[config.mk]
export PLATFORM = sky130hd
export DESIGN_NAME = irq_aggregator
export DESIGN_NICKNAME = d
export VERILOG_FILES = /design/src/rtl/irq_agg_pkg.sv /design/src/rtl/irq_cfg_regs.sv /design/src/rtl/irq_src_gate.sv /design/src/rtl/irq_out_shaper.sv /design/src/rtl/irq_timebase.sv /design/src/rtl/irq_aggregator.sv
export SDC_FILE = /design/constraint.sdc
export NUM_CORES = 1
export LEC_CHECK = 0
export BUFFER_PORTS_ARGS = -buffer_cell sky130_fd_sc_hd__buf_4
export CAP_MARGIN = 30
export CORE_MARGIN = 3
export CORE_UTILIZATION = 53
export DETAILED_ROUTE_END_ITERATION = 16
export HOLD_SLACK_MARGIN = 0.06
export PLACE_DENSITY = 0.79
export REMOVE_ABC_BUFFERS = 1
export SLEW_MARGIN = 20
export SYNTH_ARGS = -nofsm -noshare
export SYNTH_HDL_FRONTEND = slang
export SYNTH_HIERARCHICAL = 1
export SYNTH_SLANG_ARGS = --single-unit
[constraint.sdc]
create_clock -name clk -period 4.7 [get_ports clk]
set_input_delay 0.94 -clock clk [delete_from_list [all_inputs] [get_ports clk]]
set_output_delay 0.94 -clock clk [all_outputs]
set_load 0.03 [all_outputs]
[src/rtl/irq_agg_pkg.sv]
// Package: shared sizes and the source-to-group map of the aggregator.
// Assumes a fixed ten-source layout; group bits sit at control bits 2..7.
package irq_agg_pkg;
    localparam int NUM_SRC      = 10;
    localparam int CTRL_W       = 8;
    localparam int GRP_W        = 6;
    localparam int PRESCALE_W   = 4;
    localparam int PRESCALE_MAX = 14;
    localparam int TBASE_W      = PRESCALE_W + 1;

    typedef enum logic {SEL_CTRL = 1'b0, SEL_TBASE = 1'b1} cfg_sel_e;

    // Index of the group enable bit (within control bits 7..2) for a source.
    function automatic int grp_of(input int src);
        if (src < 4)      return src;
        else if (src < 7) return 4;
        else              return 5;
    endfunction
endpackage

[src/rtl/irq_cfg_regs.sv]
// Module: control and timebase registers.
// Holds the control byte and the timebase byte. It saturates the prescale
// exponent on write. Assumes the write data is valid while the strobe is high.
module irq_cfg_regs
    import irq_agg_pkg::*;
#(
    parameter int CW  = CTRL_W,
    parameter int PW  = PRESCALE_W,
    parameter int PMX = PRESCALE_MAX
) (
    input  logic          clk,
    input  logic          rst_n,
    input  logic          wr_i,
    input  logic          sel_i,
    input  logic [CW-1:0] wdata_i,
    output logic [CW-1:0] ctrl_o,
    output logic [PW:0]   tbase_o
);
    localparam logic [PW-1:0] PMAX = PW'(PMX);

    logic [PW-1:0] pre_clamped;

    // Saturate the requested exponent to its legal maximum.
    always_comb begin
        pre_clamped = (wdata_i[PW-1:0] > PMAX) ? PMAX : wdata_i[PW-1:0];
    end

    // Update the selected register on a write strobe.
    always_ff @(posedge clk) begin
        if (!rst_n) begin
            ctrl_o  <= '0;
            tbase_o <= '0;
        end else if (wr_i) begin
            if (sel_i == SEL_CTRL) ctrl_o  <= wdata_i;
            else                   tbase_o <= {wdata_i[PW], pre_clamped};
        end
    end

    p_tbase_en_write_r7: assert property (@(posedge clk) disable iff (!rst_n)
        (wr_i && sel_i == SEL_TBASE) |=> (tbase_o[PW] == $past(wdata_i[PW])));

    p_ctrl_untouched_r9: assert property (@(posedge clk) disable iff (!rst_n)
        (wr_i && sel_i == SEL_TBASE) |=> $stable(ctrl_o));
endmodule

[src/rtl/irq_src_gate.sv]
// Module: group masking of the sampled status vector.
// Each source is passed on when the enable bit of its group is set. The
// result is one OR of the passed sources. Purely combinational.
module irq_src_gate
    import irq_agg_pkg::*;
#(
    parameter int N  = NUM_SRC,
    parameter int GW = GRP_W
) (
    input  logic [N-1:0]  status_i,
    input  logic [GW-1:0] grp_en_i,
    output logic          any_o
);
    logic [N-1:0] pass;

    // One gate per source, each tied to the enable bit of its group.
    for (genvar i = 0; i < N; i++) begin : g_src
        localparam int G = grp_of(i);
        assign pass[i] = status_i[i] & grp_en_i[G];
    end

    // Combine every passed source into one request.
    always_comb begin
        any_o = |pass;
    end
endmodule

[src/rtl/irq_out_shaper.sv]
// Module: output stage of the request.
// Level mode: registers the gated request. Edge mode: gives one pulse on
// each rise of it. Assumes gated_i is synchronous to clk.
module irq_out_shaper (
    input  logic clk,
    input  logic rst_n,
    input  logic enable_i,
    input  logic edge_mode_i,
    input  logic any_i,
    output logic irq_o
);
    logic gated;
    logic gated_q;

    // Apply the master enable before edge detection.
    always_comb begin
        gated = enable_i & any_i;
    end

    // Remember last cycle's gated request and drive the output.
    always_ff @(posedge clk) begin
        if (!rst_n) begin
            gated_q <= 1'b0;
            irq_o   <= 1'b0;
        end else begin
            gated_q <= gated;
            irq_o   <= edge_mode_i ? (gated & ~gated_q) : gated;
        end
    end

    p_disabled_quiet_r3: assert property (@(posedge clk) disable iff (!rst_n)
        !enable_i |=> !irq_o);

    p_level_follow_r5: assert property (@(posedge clk) disable iff (!rst_n)
        (!edge_mode_i && enable_i && any_i) |=> irq_o);

    p_edge_single_r6: assert property (@(posedge clk) disable iff (!rst_n)
        (edge_mode_i && irq_o) |=> !irq_o);
endmodule

[src/rtl/irq_timebase.sv]
// Module: power-of-two prescaled tick generator.
// When enabled with exponent n it pulses tick_o once every 2^n cycles. The
// counter is cleared while disabled. Assumes n never exceeds PMX.
module irq_timebase
    import irq_agg_pkg::*;
#(
    parameter int PW  = PRESCALE_W,
    parameter int PMX = PRESCALE_MAX
) (
    input  logic          clk,
    input  logic          rst_n,
    input  logic          en_i,
    input  logic [PW-1:0] exp_i,
    output logic          tick_o
);
    localparam int CNT_W = PMX;

    logic [CNT_W-1:0] cnt;
    logic [CNT_W:0]   span;
    logic [CNT_W-1:0] limit;

    // Last count value of the current period: 2^n - 1.
    always_comb begin
        span  = (CNT_W+1)'(1) << exp_i;
        limit = CNT_W'(span - (CNT_W+1)'(1));
    end

    // Count cycles and pulse when a period ends.
    always_ff @(posedge clk) begin
        if (!rst_n || !en_i) begin
            cnt    <= '0;
            tick_o <= 1'b0;
        end else if (cnt >= limit) begin
            cnt    <= '0;
            tick_o <= 1'b1;
        end else begin
            cnt    <= cnt + 1'b1;
            tick_o <= 1'b0;
        end
    end

    p_tick_off_r8: assert property (@(posedge clk) disable iff (!rst_n)
        !en_i |=> !tick_o);

    p_tick_single_r8: assert property (@(posedge clk) disable iff (!rst_n)
        (tick_o && en_i && exp_i != '0 && $stable(exp_i)) |=> !tick_o);
endmodule

[src/rtl/irq_aggregator.sv]
// Module: top level of the interrupt aggregator.
// Samples the raw sources into the status vector, masks them by group and
// shapes the combined request. It also runs the prescaled timebase.
// Assumes the sources are already synchronous to clk.
module irq_aggregator
    import irq_agg_pkg::*;
#(
    parameter int N   = NUM_SRC,
    parameter int CW  = CTRL_W,
    parameter int PW  = PRESCALE_W,
    parameter int PMX = PRESCALE_MAX
) (
    input  logic          clk,
    input  logic          rst_n,
    input  logic [N-1:0]  src_irq_i,
    input  logic          cfg_wr_i,
    input  logic          cfg_sel_i,
    input  logic [CW-1:0] cfg_wdata_i,
    output logic [CW-1:0] ctrl_o,
    output logic [PW:0]   tbase_o,
    output logic [N-1:0]  status_o,
    output logic          cpu_irq_o,
    output logic          tick_o
);
    localparam int GW = CW - 2;

    logic any_req;

    irq_cfg_regs #(.CW(CW), .PW(PW), .PMX(PMX)) u_regs (
        .clk     (clk),
        .rst_n   (rst_n),
        .wr_i    (cfg_wr_i),
        .sel_i   (cfg_sel_i),
        .wdata_i (cfg_wdata_i),
        .ctrl_o  (ctrl_o),
        .tbase_o (tbase_o)
    );

    // Capture the raw source levels; this vector is never masked.
    always_ff @(posedge clk) begin
        if (!rst_n) status_o <= '0;
        else        status_o <= src_irq_i;
    end

    irq_src_gate #(.N(N), .GW(GW)) u_gate (
        .status_i (status_o),
        .grp_en_i (ctrl_o[CW-1:2]),
        .any_o    (any_req)
    );

    irq_out_shaper u_shape (
        .clk         (clk),
        .rst_n       (rst_n),
        .enable_i    (ctrl_o[0]),
        .edge_mode_i (ctrl_o[1]),
        .any_i       (any_req),
        .irq_o       (cpu_irq_o)
    );

    irq_timebase #(.PW(PW), .PMX(PMX)) u_tb (
        .clk    (clk),
        .rst_n  (rst_n),
        .en_i   (tbase_o[PW]),
        .exp_i  (tbase_o[PW-1:0]),
        .tick_o (tick_o)
    );

    p_status_raw_r2: assert property (@(posedge clk) disable iff (!rst_n)
        1'b1 |=> (status_o == $past(src_irq_i)));

    p_no_source_no_irq_r4: assert property (@(posedge clk) disable iff (!rst_n)
        (status_o == '0) |=> !cpu_irq_o);
endmodule

== Word-level counts from Yosys, hierarchy flattened ==
Index checks and enable logic that the tools add are counted.

* Flip-flop bits (word level): 40
* Input port bits: 22

* $add $sub $neg: 2
* $lt $le $gt $ge: 2
* Shift operators: 1
* Muxes and demuxes: 3
* Bitwise operators: 14
* Reduce and logical (&&, ||, !) cells: 7

{| class="wikitable"
|+ Operator list
! cell !! number
|-
| $add A14 B1 Y14 const B || 1
|-
| $ge A14 B14 Y1 || 1
|-
| $shl A1 B4 Y14 const A || 1
|-
| $sub A14 B1 Y14 const B || 1
|-
| $and A1 B1 Y1 || 12
|-
| $reduce_or A10 Y1 || 1
|-
| $gt A4 B4 Y1 const B || 1
|-
| $mux W4 || 1
|-
| $reduce_and A2 Y1 || 2
|-
| $logic_not A1 Y1 || 2
|-
| $mux W1 || 2
|-
| $not A1 Y1 || 2
|-
| $reduce_or A2 Y1 || 1
|-
| $logic_or A1 B1 Y1 || 1
|}

== Logic depth before layout (Yosys ltp) ==
* Word-level depth: 5
* Gate-level depth with buffers: 13

== Cells and area by module ==
Netlist, hierarchy kept.

{| class="wikitable"
|+ Modules (own cells, without submodules)
! module !! times used !! cells an instance !! area each (um2) !! sequential area each (um2)
|-
| irq_timebase || 1 || 131 || 1134.8 || 300.3
|-
| irq_cfg_regs || 1 || 50 || 510.5 || 260.2
|-
| irq_aggregator || 1 || 20 || 262.8 || 200.2
|-
| irq_out_shaper || 1 || 4 || 62.6 || 40.0
|-
| irq_src_gate || 1 || 5 || 36.3 || 0.0
|}

== Least setup slack after synthesis ==
OpenSTA, ideal clock, no wires.

* Kind: register to register
* Start: reg u_regs.tbase_o[0]
* End: reg u_tb.cnt[10]
* Setup time: 0.121 ns
* Data arrival time: 3.249 ns
* Data required time: 4.579 ns
* Path slack: 1.330 ns
* Cell stages (with the launch flop): 14
* Path buffers: 2
* Cell sequence: dfxtp_1 -> or2_2 -> or3_1 -> ha_1 -> clkbuf_1 -> nor4b_1 -> a21oi_1 -> o22a_1 -> ha_1 -> nand4_1 -> or2_2 -> a311oi_4 -> buf_2 -> nor3_1

* Longest elaborated chain between the ends: 4

{| class="wikitable"
|+ Ends and longest elaborated chain
! element !! line !! RTL
|-
| start, declared || irq_cfg_regs.sv:17 || <nowiki>output logic [PW:0] tbase_o</nowiki>
|-
| start signal, assigned || irq_cfg_regs.sv:35 || <nowiki>else tbase_o <= {wdata_i[PW], pre_clamped};</nowiki>
|-
| $shl A1 B4 Y14 || irq_timebase.sv:24 || <nowiki>span = (CNT_W+1)'(1) << exp_i;</nowiki>
|-
| $sub A14 B1 Y14 || irq_timebase.sv:25 || <nowiki>limit = CNT_W'(span - (CNT_W+1)'(1));</nowiki>
|-
| $ge A14 B14 Y1 || irq_timebase.sv:33 || <nowiki>end else if (cnt >= limit) begin</nowiki>
|-
| $reduce_or A2 Y1 (no source line) || - ||
|-
| end signal, assigned || irq_timebase.sv:37 || <nowiki>cnt <= cnt + 1'b1;</nowiki>
|-
| end, declared || irq_timebase.sv:18 || <nowiki>logic [CNT_W-1:0] cnt;</nowiki>
|}

No other way between the ends.
A chain may end at the register's enable or synchronous reset.

== Final worst setup path ==
* Start: reg u_regs.tbase_o[1]
* End: reg u_tb.tick_o

* Longest elaborated chain between the ends: 4

{| class="wikitable"
|+ Ends and longest elaborated chain
! element !! line !! RTL
|-
| $shl A1 B4 Y14 || irq_timebase.sv:24 ||
|-
| $sub A14 B1 Y14 || irq_timebase.sv:25 ||
|-
| $ge A14 B14 Y1 || irq_timebase.sv:33 ||
|-
| $mux W1 || irq_timebase.sv:33 ||
|-
| end signal, assigned || irq_timebase.sv:32 || <nowiki>tick_o <= 1'b0;</nowiki>
|-
| end signal, assigned || irq_timebase.sv:35 || <nowiki>tick_o <= 1'b1;</nowiki>
|-
| end signal, assigned || irq_timebase.sv:38 || <nowiki>tick_o <= 1'b0;</nowiki>
|-
| end, declared || irq_timebase.sv:14 || <nowiki>output logic tick_o</nowiki>
|}

No other way between the ends.

==> flow_metrics.tcl <==
set metrics [dict create \
    rsz0062_at_grt "false" \
    r2r_end "u_tb/tick_o" \
    synth_seq_cells 40 \
    rr_worst_depth 11 \
    cp_cell_sequence "or2_2 -> or3_1 -> ha_1 -> nor4b_1 -> a21oi_1 -> o22a_1 -> ha_1 -> nand4_1 -> or2_2 -> a311oi_4 -> o211a_1" \
    fin_crit_sh_pct 75.2 \
    track_usage_pct 19.4 \
    reg2reg_slack_ps 1170 \
    overflow 0 \
    wl_met3_microns 204 \
    path_clk_slew_ps 80 \
    synth_ff_type "dfxtp_1" \
    fin_cells 301 \
    async_flop_share_pct 0 \
    cts.path.max_buffers 2 \
    crit_end "u_tb/tick_o" \
    dp_hpwl_microns 3200 \
    area_delta_synth_final_pct 22.1 \
    post_cts_resized 0 \
    final_common_cell "buf_4" \
    root_buffer "clkbuf_8" \
    rows 21 \
    critical_path_class "flop to flop" \
    path_delay_family "simple AND/OR/NAND/NOR gates" \
    vias 1657 \
    drc_errors 0 \
    slowest_stage "a311oi_4" \
    vias_per_cell 5.50 \
    fin_util_pct 70.1 \
    drive_above_1_share_pct 25.5 \
    port_buffers 46 \
    synth_edf_count 0 \
    dieHeight_microns 67.5 \
    met2_length_microns 1980 \
    start_kind "flop" \
    fin_crit_ps 3530 \
    yosys_warnings 6 \
    end_kind "flop" \
    cts_hold_buf 0 \
    maxSlewHeadroom_pct 52.3 \
    ant_nets 0 \
    met1Wirelength_microns 1960 \
    final_hold_viol_count 0 \
    wl_per_cell_microns 14.0 \
    cts_buffers 5 \
    placedCellCount 294 \
    leakagePower_nw 0.999 \
    slew_violations 0 \
    h-tree-depth 2 \
    postCtsSetupBuffers 0 \
    finalSetupViolations 0 \
    cp_slowest_stage_delay_ps 610 \
    avgSynthCellArea_sq_um 9.56 \
    diodes 0 \
    die-area_sq_um 4560 \
    worst-endpoint-required_ps 4930 \
    drt_wl_total_microns 4200 \
    pre_cts_ws_ps 1200 \
    numClockSinks 40 \
    skew_ps 5.26 \
    io_pins 47 \
    clk_latency_ps 290 \
    first_global_vias 1439 \
    finalSetupTns_ps 0 \
    core_sq_um 3490 \
    grt_max_degree 28 \
    r2r-start "u_regs/tbase_o[1]" \
    holdCritPathClass "flop to flop" \
    yosys.cell_types.count 45 \
    drt_iter0_drc 79 \
    status "finished clean" \
    synth_area_sq_um 2010 \
    synthCells 210 \
    max_cap_violations 0 \
    fmax_ghz 0.283 \
    crit_fanout 15 \
    dieWidth_microns 67.5 \
    p_per_area_nw_per_um2 283 \
    grt_pass1_wl_microns 6610 \
    crit_arrival_ps 3770 \
    final_nets 293 \
    crit_buf_inv 0 \
    highest_layer "met4" \
    startpoint "u_regs/tbase_o[1]" \
    antenna_found_initial 0 \
    path_depth 11 \
    vdd_drop_max_mv 0.205 \
    start_util_pct 57.4 \
    yosysSeqAreaShare_pct 39.9 \
    layout_common_cells "buf_4, dfxtp_1, nand2_1" \
    cts_tree "done" \
    fin_ws_ps 1170 \
    tightest_slew_ps 715 \
    drt_pass1_iterations 4 \
    place.gp.congestion 0.768 \
]
## layout make-up
type                    instances  area (sq um)
multi-input cells             157          1150
repair buffers                 46           345
well taps                      46          57.6
clock buffers                   5          68.8
flip-flops and latches         40           801
fillers                       281          1040
clock inverters                 2          12.5
inverters                       5          18.8
## flip-flops by register name, summed over array words and instances (netlist names)
register,cells
u_tb/cnt,14
u_tb/tick_o,1
u_shape/gated_q,1
u_regs/ctrl_o,8
u_shape/irq_o,1
u_regs/tbase_o,5
status_o,10
## metrics by stage
step / hold WS (ps) / power, mW / cell area, sq um
after floorplan: 402 / 0.441 / 1970
after global placement: 404 / 0.485 / 2370
after detailed placement: 423 / 0.487 / 2370
after CTS: 434 / 0.699 / 2450
after global routing: 450 / 0.727 / 2450
final: 427 / 0.695 / 2450
## report_power, final
| part | leakage [nW] | internal, mW | switching, mW | total [mW] |
|---|---|---|---|---|
| registers | 0.327 | 0.349 | 0.0109 | 0.360 |
| clock network | 0.0400 | 0.100 | 0.115 | 0.215 |
| logic | 0.633 | 0.0529 | 0.0664 | 0.119 |
## worst reg2reg max path: stages, from the launching register on
cell and delay (ps):
dfxtp_1 420, or2_2 340, or3_1 350, ha_1 280, nor4b_1 270, a21oi_1 70, o22a_1 180, ha_1 260
nand4_1 80, or2_2 360, a311oi_4 610, o211a_1 250
## worst min path at each step
stage | start | to | slack, ps | depth (start not counted)
after CTS | u_shape/gated_q | u_shape/irq_o | 430 | 1
after global placement | u_shape/gated_q | u_shape/irq_o | 400 | 1
final | u_shape/gated_q | u_shape/irq_o | 430 | 1
after floorplan | u_shape/gated_q | u_shape/irq_o | 400 | 1
after global routing | u_shape/gated_q | u_shape/irq_o | 450 | 1
after detailed placement | u_shape/gated_q | u_shape/irq_o | 420 | 1
## cells by family (layout without fill, tap and decap cells)
family / after synthesis / after routing / share of synthesized area [%]
compound gates: 33 / 33 / 13.1
xor+xnor: 12 / 12 / 5.24
fa+ha+maj: 16 / 16 / 9.97
buf+inv: 13 / 58 / 2.93
flops: 40 / 40 / 39.9
mux: 8 / 8 / 3.99
simple gates: 88 / 88 / 24.9
## cell usage after synthesis (all sizes together) (2+ instances only)
cell type	instances	share of area, %
inv	5	0.94
and3	2	0.87
buf	3	1.1
nor2	4	0.75
a22oi	2	0.75
dfxtp	40	40
or3	2	0.62
nand4	4	1.6
nor4	2	0.62
nor3	16	4.0
nand3	9	2.5
o31ai	4	1.5
a21boi	5	2.1
ha	16	10
o21ai	4	1.0
xnor2	9	3.9
and2	11	3.5
and4	2	0.87
nand2	19	3.6
a21o	2	0.75
or2	2	0.62
mux2i	8	4.0
a21oi	8	2.0
nor2b	10	3.5
clkbuf	5	0.94
nand3b	2	0.75
xor2	3	1.3
## layer usage
metal / GRT usage [%] / up-vias
met5: 0 / -
met4: 6.84 / 0
met3: 5.82 / 6
met2: 29.5 / 33
met1: 25.9 / 767
li1: - / 851
Power figures use the tool's default switching activity.
